<file path="config.mk">
export PLATFORM = sky130hd
export DESIGN_NAME = scaled_add_unit
export DESIGN_NICKNAME = d
export VERILOG_FILES = /design/src/rtl/ssa_pkg.sv /design/src/rtl/ssa_decode.sv /design/src/rtl/ssa_datapath.sv /design/src/rtl/ssa_stage.sv /design/src/rtl/scaled_add_unit.sv
export SDC_FILE = /design/constraint.sdc
export NUM_CORES = 1
export LEC_CHECK = 0
export ABC_AREA = 1
export BUFFER_PORTS_ARGS = -buffer_cell sky130_fd_sc_hd__buf_2
export CORE_UTILIZATION = 56
export DETAILED_ROUTE_END_ITERATION = 7
export PLACE_DENSITY = 0.83
export SYNTH_ARGS = -nofsm -noshare
export SYNTH_HDL_FRONTEND = slang
export SYNTH_SLANG_ARGS = --single-unit
</file>
<file path="constraint.sdc">
create_clock -name clk -period 4.1 [get_ports clk]
set_clock_uncertainty 0.05 [all_clocks]
set_input_delay 0.82 -clock clk [delete_from_list [all_inputs] [get_ports clk]]
set_output_delay 0.82 -clock clk [all_outputs]
set_load 0.005 [all_outputs]
</file>
<file path="src/rtl/ssa_pkg.sv">
package ssa_pkg;

    localparam int XLEN  = 64;
    localparam int HALF  = XLEN / 2;
    localparam int IDXW  = 5;
    localparam int SMW   = 2;
    localparam int NSH   = 1 << SMW;
    localparam int POW   = 6;
    localparam int XOW   = 8;
    localparam int CRW   = 3;

    localparam logic [POW-1:0] DEF_PO      = 6'd22;
    localparam logic [XOW-1:0] DEF_XO_FULL = 8'd110;
    localparam logic [XOW-1:0] DEF_XO_WORD = 8'd111;

    typedef enum logic [1:0] {
        VAR_NONE = 2'd0,
        VAR_FULL = 2'd1,
        VAR_WORD = 2'd2
    } variant_e;

    // Field order in the packed struct follows the word from its MSB down.
    typedef struct packed {
        logic [POW-1:0]  po;
        logic [IDXW-1:0] rt;
        logic [IDXW-1:0] ra;
        logic [IDXW-1:0] rb;
        logic [SMW-1:0]  sm;
        logic [XOW-1:0]  xo;
        logic            rc;
    } insn_fields_t;

    typedef struct packed {
        variant_e        kind;
        logic [IDXW-1:0] rt;
        logic [SMW-1:0]  sm;
        logic            rc;
    } decoded_t;

    typedef struct packed {
        logic [XLEN-1:0] sum;
        logic [IDXW-1:0] dest;
        logic            illegal;
        logic            we;
        logic            cr_we;
        logic [CRW-1:0]  cr;
    } result_t;

    function automatic logic [CRW-1:0] sign_cond(input logic [XLEN-1:0] v);
        logic neg;
        logic zer;
        neg = v[XLEN-1];
        zer = (v == '0);
        return {neg, ~neg & ~zer, zer};
    endfunction

endpackage

</file>
<file path="src/rtl/ssa_decode.sv">
module ssa_decode
    import ssa_pkg::*;
#(
    parameter logic [POW-1:0] PO_VAL  = DEF_PO,
    parameter logic [XOW-1:0] XO_FULL = DEF_XO_FULL,
    parameter logic [XOW-1:0] XO_WORD = DEF_XO_WORD
) (
    input  logic [31:0]     insn,
    output decoded_t        dec,
    output logic [IDXW-1:0] ra_idx,
    output logic [IDXW-1:0] rb_idx
);
    insn_fields_t f;
    assign f = insn_fields_t'(insn);

    variant_e kind;
    always_comb begin
        kind = VAR_NONE;
        if (f.po == PO_VAL) begin
            if (f.xo == XO_FULL)      kind = VAR_FULL;
            else if (f.xo == XO_WORD) kind = VAR_WORD;
        end
    end

    assign dec.kind = kind;
    assign dec.rt   = f.rt;
    assign dec.sm   = f.sm;
    assign dec.rc   = f.rc;
    assign ra_idx   = f.ra;
    assign rb_idx   = f.rb;
endmodule

</file>
<file path="src/rtl/ssa_datapath.sv">
module ssa_datapath
    import ssa_pkg::*;
(
    input  decoded_t        dec,
    input  logic [XLEN-1:0] a_val,
    input  logic [XLEN-1:0] b_val,
    output result_t         res
);
    logic [XLEN-1:0] b_sel;
    logic [XLEN-1:0] cand [NSH];
    logic [XLEN-1:0] sum;
    logic            legal;

    assign legal = (dec.kind != VAR_NONE);
    assign b_sel = (dec.kind == VAR_WORD) ? {{HALF{1'b0}}, b_val[HALF-1:0]} : b_val;

    for (genvar g = 0; g < NSH; g++) begin : g_shift
        assign cand[g] = b_sel << (g + 1);
    end

    assign sum = a_val + cand[dec.sm];

    always_comb begin
        res = '0;
        if (legal) begin
            res.sum   = sum;
            res.dest  = dec.rt;
            res.we    = 1'b1;
            res.cr_we = dec.rc;
            res.cr    = dec.rc ? sign_cond(sum) : '0;
        end else begin
            res.illegal = 1'b1;
        end
    end
endmodule

</file>
<file path="src/rtl/ssa_stage.sv">
module ssa_stage
    import ssa_pkg::*;
(
    input  logic    clk,
    input  logic    rst,
    input  logic    up_valid,
    output logic    up_ready,
    input  result_t up_data,
    output logic    dn_valid,
    input  logic    dn_ready,
    output result_t dn_data
);
    logic    vld_q;
    result_t dat_q;

    assign up_ready = ~vld_q | dn_ready;

    always_ff @(posedge clk) begin
        if (rst) begin
            vld_q <= 1'b0;
            dat_q <= '0;
        end else if (up_ready) begin
            vld_q <= up_valid;
            if (up_valid) dat_q <= up_data;
        end
    end

    assign dn_valid = vld_q;
    assign dn_data  = dat_q;
endmodule

</file>
<file path="src/rtl/scaled_add_unit.sv">
module scaled_add_unit
    import ssa_pkg::*;
#(
    parameter logic [POW-1:0] PO_VAL  = DEF_PO,
    parameter logic [XOW-1:0] XO_FULL = DEF_XO_FULL,
    parameter logic [XOW-1:0] XO_WORD = DEF_XO_WORD
) (
    input  logic            clk,
    input  logic            rst,
    input  logic            in_valid,
    output logic            in_ready,
    input  logic [31:0]     in_insn,
    output logic [IDXW-1:0] src_a_idx,
    output logic [IDXW-1:0] src_b_idx,
    input  logic [XLEN-1:0] in_a_val,
    input  logic [XLEN-1:0] in_b_val,
    output logic            out_valid,
    input  logic            out_ready,
    output logic [XLEN-1:0] out_result,
    output logic [IDXW-1:0] out_dest,
    output logic            out_wr_en,
    output logic            out_illegal,
    output logic            out_cond_we,
    output logic [CRW-1:0]  out_cond
);
    decoded_t dec;
    result_t  res_c;
    result_t  res_q;

    ssa_decode #(
        .PO_VAL (PO_VAL),
        .XO_FULL(XO_FULL),
        .XO_WORD(XO_WORD)
    ) u_dec (
        .insn  (in_insn),
        .dec   (dec),
        .ra_idx(src_a_idx),
        .rb_idx(src_b_idx)
    );

    ssa_datapath u_dp (
        .dec  (dec),
        .a_val(in_a_val),
        .b_val(in_b_val),
        .res  (res_c)
    );

    ssa_stage u_stage (
        .clk     (clk),
        .rst     (rst),
        .up_valid(in_valid),
        .up_ready(in_ready),
        .up_data (res_c),
        .dn_valid(out_valid),
        .dn_ready(out_ready),
        .dn_data (res_q)
    );

    assign out_result  = res_q.sum;
    assign out_dest    = res_q.dest;
    assign out_wr_en   = res_q.we;
    assign out_illegal = res_q.illegal;
    assign out_cond_we = res_q.cr_we;
    assign out_cond    = res_q.cr;
endmodule

</file>
# After elaboration in Yosys (flattened, before gate mapping)
# Index checks and enable logic that the tools add are counted.
# totals
reg_bits	76
latch_bits	0
ram_bits	0
rom_bits	0
mem_count	0
# classes
add_sub_neg	1
multipliers	0
div_mod_pow	0
magnitude_cmp	1
eq_ne	4
shifts	0
muxes	11
n_bitwise	6
reduce_logical	3
# ops
cell	count
64-bit binary-select mux with 2-bit select	1
64-bit 2-to-1 mux	2
69-bit 2-to-1 mux	1
64-bit adder	1
64-bit logical NOT	1
63-bit 2-to-1 mux	1
8-bit by 7-bit equality test with 1-bit output (second input constant)	2
6-bit by 5-bit equality test with 1-bit output (second input constant)	1
2-bit 2-to-1 mux	3
5-bit 2-to-1 mux	1
3-bit >= comparator (second input constant)	1
3-bit 2-to-1 mux	1
1-bit NOT	3
2-bit NOT with 3-bit output	1
2-bit equality test (second input constant)	1
2-bit AND reduction	1
2-bit nonzero test	1
1-bit bitwise AND	1
1-bit 2-to-1 mux	1
1-bit bitwise OR	1

# Longest topological paths before layout
# logic_depth
word_depth	15
mapped_depth	34
depth_no_buf	33

# Cells and area by module
# Synthesis repeated with hierarchy kept, for this count alone.
# unflattened
cells_unflattened	2385
area_unflattened_um2	12333.1
# modules_own_cells
mod	n_inst	cells_each	area_each_um2
ssa_datapath	1	1849	8702.1
ssa_stage	1	497	3413.3
ssa_decode	1	39	217.7

# Worst setup path before layout
# OpenSTA, ideal clock, no wires.
# synth_timing
path_type	input port to flip-flop
from	input in_insn[10]
to	register u_stage.dat_q, in the netlist u_stage.dn_data[1]
setup_ns	0.132
t_arrival_ns	3.702
required_time_ns	3.918
path_slack_ns	0.216
path_stages	19
n_path_buf	3
path_cell_list	clkbuf_1 buf_1 clkbuf_1 nor2_1 ha_1 fa_1 nand2_1 nand3_1 and2_1 nand2_1 nand3_2 xor2_1 nand2_1 nor2_1 nand2_1 nor3_2 nand3_1 nand2_1 a21oi_1
# synth_via
elab_chain_len	10
elab_cells_between_ends	11
cone_classes	1 x add/sub; 5 x mux; 4 x bitwise; 1 x reduce/logical
# synth_rtl
element	line	text
start: declaration	scaled_add_unit.sv:12	input logic [31:0] in_insn,
2-bit NOT with 3-bit output (not written as such) (*)	ssa_datapath.sv:21	assign sum = a_val + cand[dec.sm];
64-bit binary-select mux with 2-bit select (*)	ssa_datapath.sv:21	
64-bit 2-to-1 mux (not written as such) (*) (2 in series)	ssa_datapath.sv:21	
64-bit adder (*)	ssa_datapath.sv:21	
64-bit logical NOT	ssa_pkg.sv:53	zer = (v == '0);
1-bit NOT	ssa_pkg.sv:54	return {neg, ~neg & ~zer, zer};
1-bit bitwise AND (*)	ssa_pkg.sv:54	
3-bit 2-to-1 mux (*)	ssa_datapath.sv:30	res.cr = dec.rc ? sign_cond(sum) : '0;
5-bit 2-to-1 mux (*)	ssa_datapath.sv:25	if (legal) begin
end signal: assignment	ssa_stage.sv:24	if (up_valid) dat_q <= up_data;
end: declaration	ssa_stage.sv:14	result_t dat_q;
# Mark *: on every way between the ends. The rest lies on a longest branch, timed or not. The select of a mux whose other input is x is not followed.
# A chain may end at the register's enable or synchronous reset.

# Worst setup path in the final report
# layout_timing
from	input in_insn[5]
to	register u_stage.dat_q, in the netlist u_stage.dn_data[1]
# layout_via
elab_chain_len	15
elab_cells_between_ends	18
cone_classes	1 x add/sub; 3 x eq/ne; 9 x mux; 3 x bitwise; 2 x reduce/logical
# layout_rtl
element	line	text
8-bit by 7-bit equality test with 1-bit output	ssa_decode.sv:21	else if (f.xo == XO_WORD) kind = VAR_WORD;
2-bit 2-to-1 mux	ssa_decode.sv:21	
2-bit 2-to-1 mux (*)	ssa_decode.sv:20	if (f.xo == XO_FULL) kind = VAR_FULL;
2-bit 2-to-1 mux (*)	ssa_decode.sv:19	if (f.po == PO_VAL) begin
2-bit equality test	ssa_datapath.sv:15	assign b_sel = (dec.kind == VAR_WORD) ? {{HALF{1'b0}}, b_val[HALF-1:0]} : b_val;
63-bit 2-to-1 mux	ssa_datapath.sv:15	
64-bit binary-select mux with 2-bit select	ssa_datapath.sv:21	
64-bit 2-to-1 mux (not written as such) (2 in series)	ssa_datapath.sv:21	
64-bit adder	ssa_datapath.sv:21	
64-bit logical NOT	ssa_pkg.sv:53	
1-bit NOT	ssa_pkg.sv:54	
1-bit bitwise AND	ssa_pkg.sv:54	
3-bit 2-to-1 mux	ssa_datapath.sv:30	
5-bit 2-to-1 mux (*)	ssa_datapath.sv:25	
# Marked as above.

==> impl_metrics.ini <==
[outcome]
status = completed

[finish]
nets = 2596
antennaDiodeCount = 0
fillers = 1476
drive_gt1_frac = 0.283
area.growth.synth_to_final_pct = 36.3

[clock_network]
root_buffer = clkbuf_16
cts_tree = yes
ctsHoldBuffers = 0
h-tree-depth = 3
clkTransAtPathRegs_ns = 0.06
numCtsBuffers = 9
insertion_delay_ns = 0.32
clock-sinks = 76
cts.path.max_buffers = 2

[global_routing]
grt_pass1_wl_um = 58100
grt_usage = 0.375
grt_max_degree = 77
grt-ovfl-total = 0
antenna_found_initial = 1
grt_pass1_vias = 12000

[timing]
setup_viol = 0
fin_ws_ns = 0.0385
setup_tns_ns = 0
max_freq_mhz = 246
holdWs_ns = 0.411
slew_violations = 0
tightest_slew_ns = 0.735
post-route-period-util = 0.991
relSlewSlack = 0.510
min_period_ns = 4.06
hold_viol_final = 0

[logic_synthesis]
ys_ff_latch = 76
seq_area_frac_synth = 0.143
syn_inst = 2002
avgSynthCellArea_um2 = 5.31
syn-cell-area_um2 = 10600
synth_cell_types = 42
synth_nets = 2231
ys_warn_count = 0

[critical_path]
criticalPathCategory = in2reg
startpoint_type = input port
required_ns = 4.24
critPathMaxFanout = 7
cp.arrival_ns = 4.20
crit_path_max_incr_delay_ns = 0.32
end_kind = register
cp_common_cell = nand2_1
slowest_stage = ha_4

[detailed_routing]
totalWireLength_um = 41200
wl_per_cell_um = 15.8
drcViolationCount = 0
ant_nets = 0
drt-vias-per-instance = 5.36
first_pass_iters = 6
vias = 14000
drt-initial-drc-count = 1170

[pwr]
fin_total_pwr_w = 0.00381
pwr_density_cell_nw_per_um2 = 263
peakVddDrop_v = 0.000162
leakagePower_nw = 8.34

[placement]
gp_congestion = 0.993
dpl.hpwl_um = 31700
place_ws_ns = -0.321
io_buffers = 229

[floorplan]
fp-row-count = 50
fp.dieH_um = 140
core_um2 = 18600
io_pins = 251
fp.dieW_um = 140
floorplan.initialDensity = 0.571
die_area_um2 = 19600

[worst_hold_path]
hp-class = reg2reg

[run]
max_cap_violations = 0
[timing repair]
item | 4_1_cts | 5_1_grt
endpoints found under the hold margin | 0 | 0
cloned | 0 | 3
pin swaps | 1 | 64
buffers inserted | 1 | 7
endpoints found under the setup margin | 2 | 4
resized for setup | 4 | 255
[registers in the layout, summed over array words and instances, names as in the netlist]
signal	count
u_stage.dn_data	75
u_stage.dn_valid	1
[metrics by stage]
step	cell area, um2	instances	utilization
2_1_floorplan	10600	2002	-
3_3_place_gp	13200	2579	0.707
3_5_place_dp	13200	2579	0.707
4_1_cts	13500	2596	0.724
5_1_grt	14500	2606	0.778
6_report	14500	2606	0.778
[report_power, final]
part	switching, W	leakage (nW)	total [W]	internal, W
logic	0.00137	7.59	0.00230	0.000925
registers	0.000000881	0.612	0.000741	0.000740
clock network	0.000306	0.146	0.000769	0.000463
[area by class of cell]
cell class,instances,area [um2],area share
multi-input cells,1510,8410,0.580
repair buffers,410,2630,0.181
flip-flops and latches,76,1520,0.105
inverters,360,1350,0.0932
well taps,234,293,0.0202
clock buffers,12,267,0.0184
clock inverters,4,30.0,0.00207
[final timing paths]
check / slack, ns / start / depth (start not counted) / to
max reg2reg: 1.84 / u_stage.dn_valid$_SDFFE_PP0N_ / 7 / u_stage.dn_data[60]$_SDFFE_PP0P_
min reg2reg: 0.41 / u_stage.dn_data[12]$_SDFFE_PP0P_ / 2 / u_stage.dn_data[12]$_SDFFE_PP0P_
max: 0.04 / in_insn[5] / 31 / u_stage.dn_data[1]$_SDFFE_PP0P_
min: 0.41 / u_stage.dn_data[12]$_SDFFE_PP0P_ / 2 / u_stage.dn_data[12]$_SDFFE_PP0P_
[routing by layer]
layer | global-route usage | vias up | share of wire
met3 | 0.0437 | 89 | 0.085
met4 | 0.0954 | 2 | 0.026
met5 | 0 | - | 0.00022
met1 | 0.526 | 6282 | 0.44
met2 | 0.607 | 712 | 0.45
li1 | - | 6873 | -
[worst max-delay path: cells and delay by family]
family	cells	cell delay, ns
fa+ha+maj	1	0.32
simple gates	23	2.28
buf+inv	5	0.58
compound gates	2	0.17
[cells in the final DEF, fill, tap and decap left out, types with 25 or more instances in the layout]
cell type and count:
nand2_2 73, a21oi_1 100, nor2_1 78, o21ai_1 25, nand2_1 782, dfxtp_1 76, nor2_2 28, ha_1 34
inv_1 351, mux2i_1 55, nand3_1 99, buf_4 171, buf_2 229
[cell usage after synthesis, drive strengths merged]
master | number | area share
and2 | 5 | 0.0029
xnor2 | 10 | 0.0082
or2 | 7 | 0.0041
nand3 | 115 | 0.060
buf | 18 | 0.010
nor2 | 128 | 0.049
mux2i | 56 | 0.053
clkbuf | 38 | 0.013
nor4 | 2 | 0.0012
nand4 | 23 | 0.014
or3 | 1 | 0.00059
a21oi | 121 | 0.057
a21o | 1 | 0.00071
nand3b | 15 | 0.011
dfxtp | 76 | 0.14
inv | 359 | 0.13
a2bb2oi | 1 | 0.00082
a31oi | 2 | 0.0012
or4 | 1 | 0.00071
o21a | 1 | 0.00071
nor3 | 12 | 0.0066
fa | 1 | 0.0019
o21ai | 56 | 0.026
a21boi | 1 | 0.00071
nor4b | 1 | 0.00082
nand2 | 868 | 0.31
o21bai | 4 | 0.0028
ha | 64 | 0.075
clkinv | 1 | 0.00035
xor2 | 14 | 0.014
[cell families (layout without fill, tap and decap cells)]
family,count (synthesis),after routing,synth area share
xor gates and xnor gates,24,24,0.0226
DFF,76,76,0.143
muxes,56,56,0.0527
buffers and inverters,416,786,0.150
AOI/OAI and AO/OA,187,187,0.0902
adders and majority gates,65,65,0.0771
and+or+nand+nor,1178,1178,0.464
No activity file was read; power rests on OpenSTA's default activity.
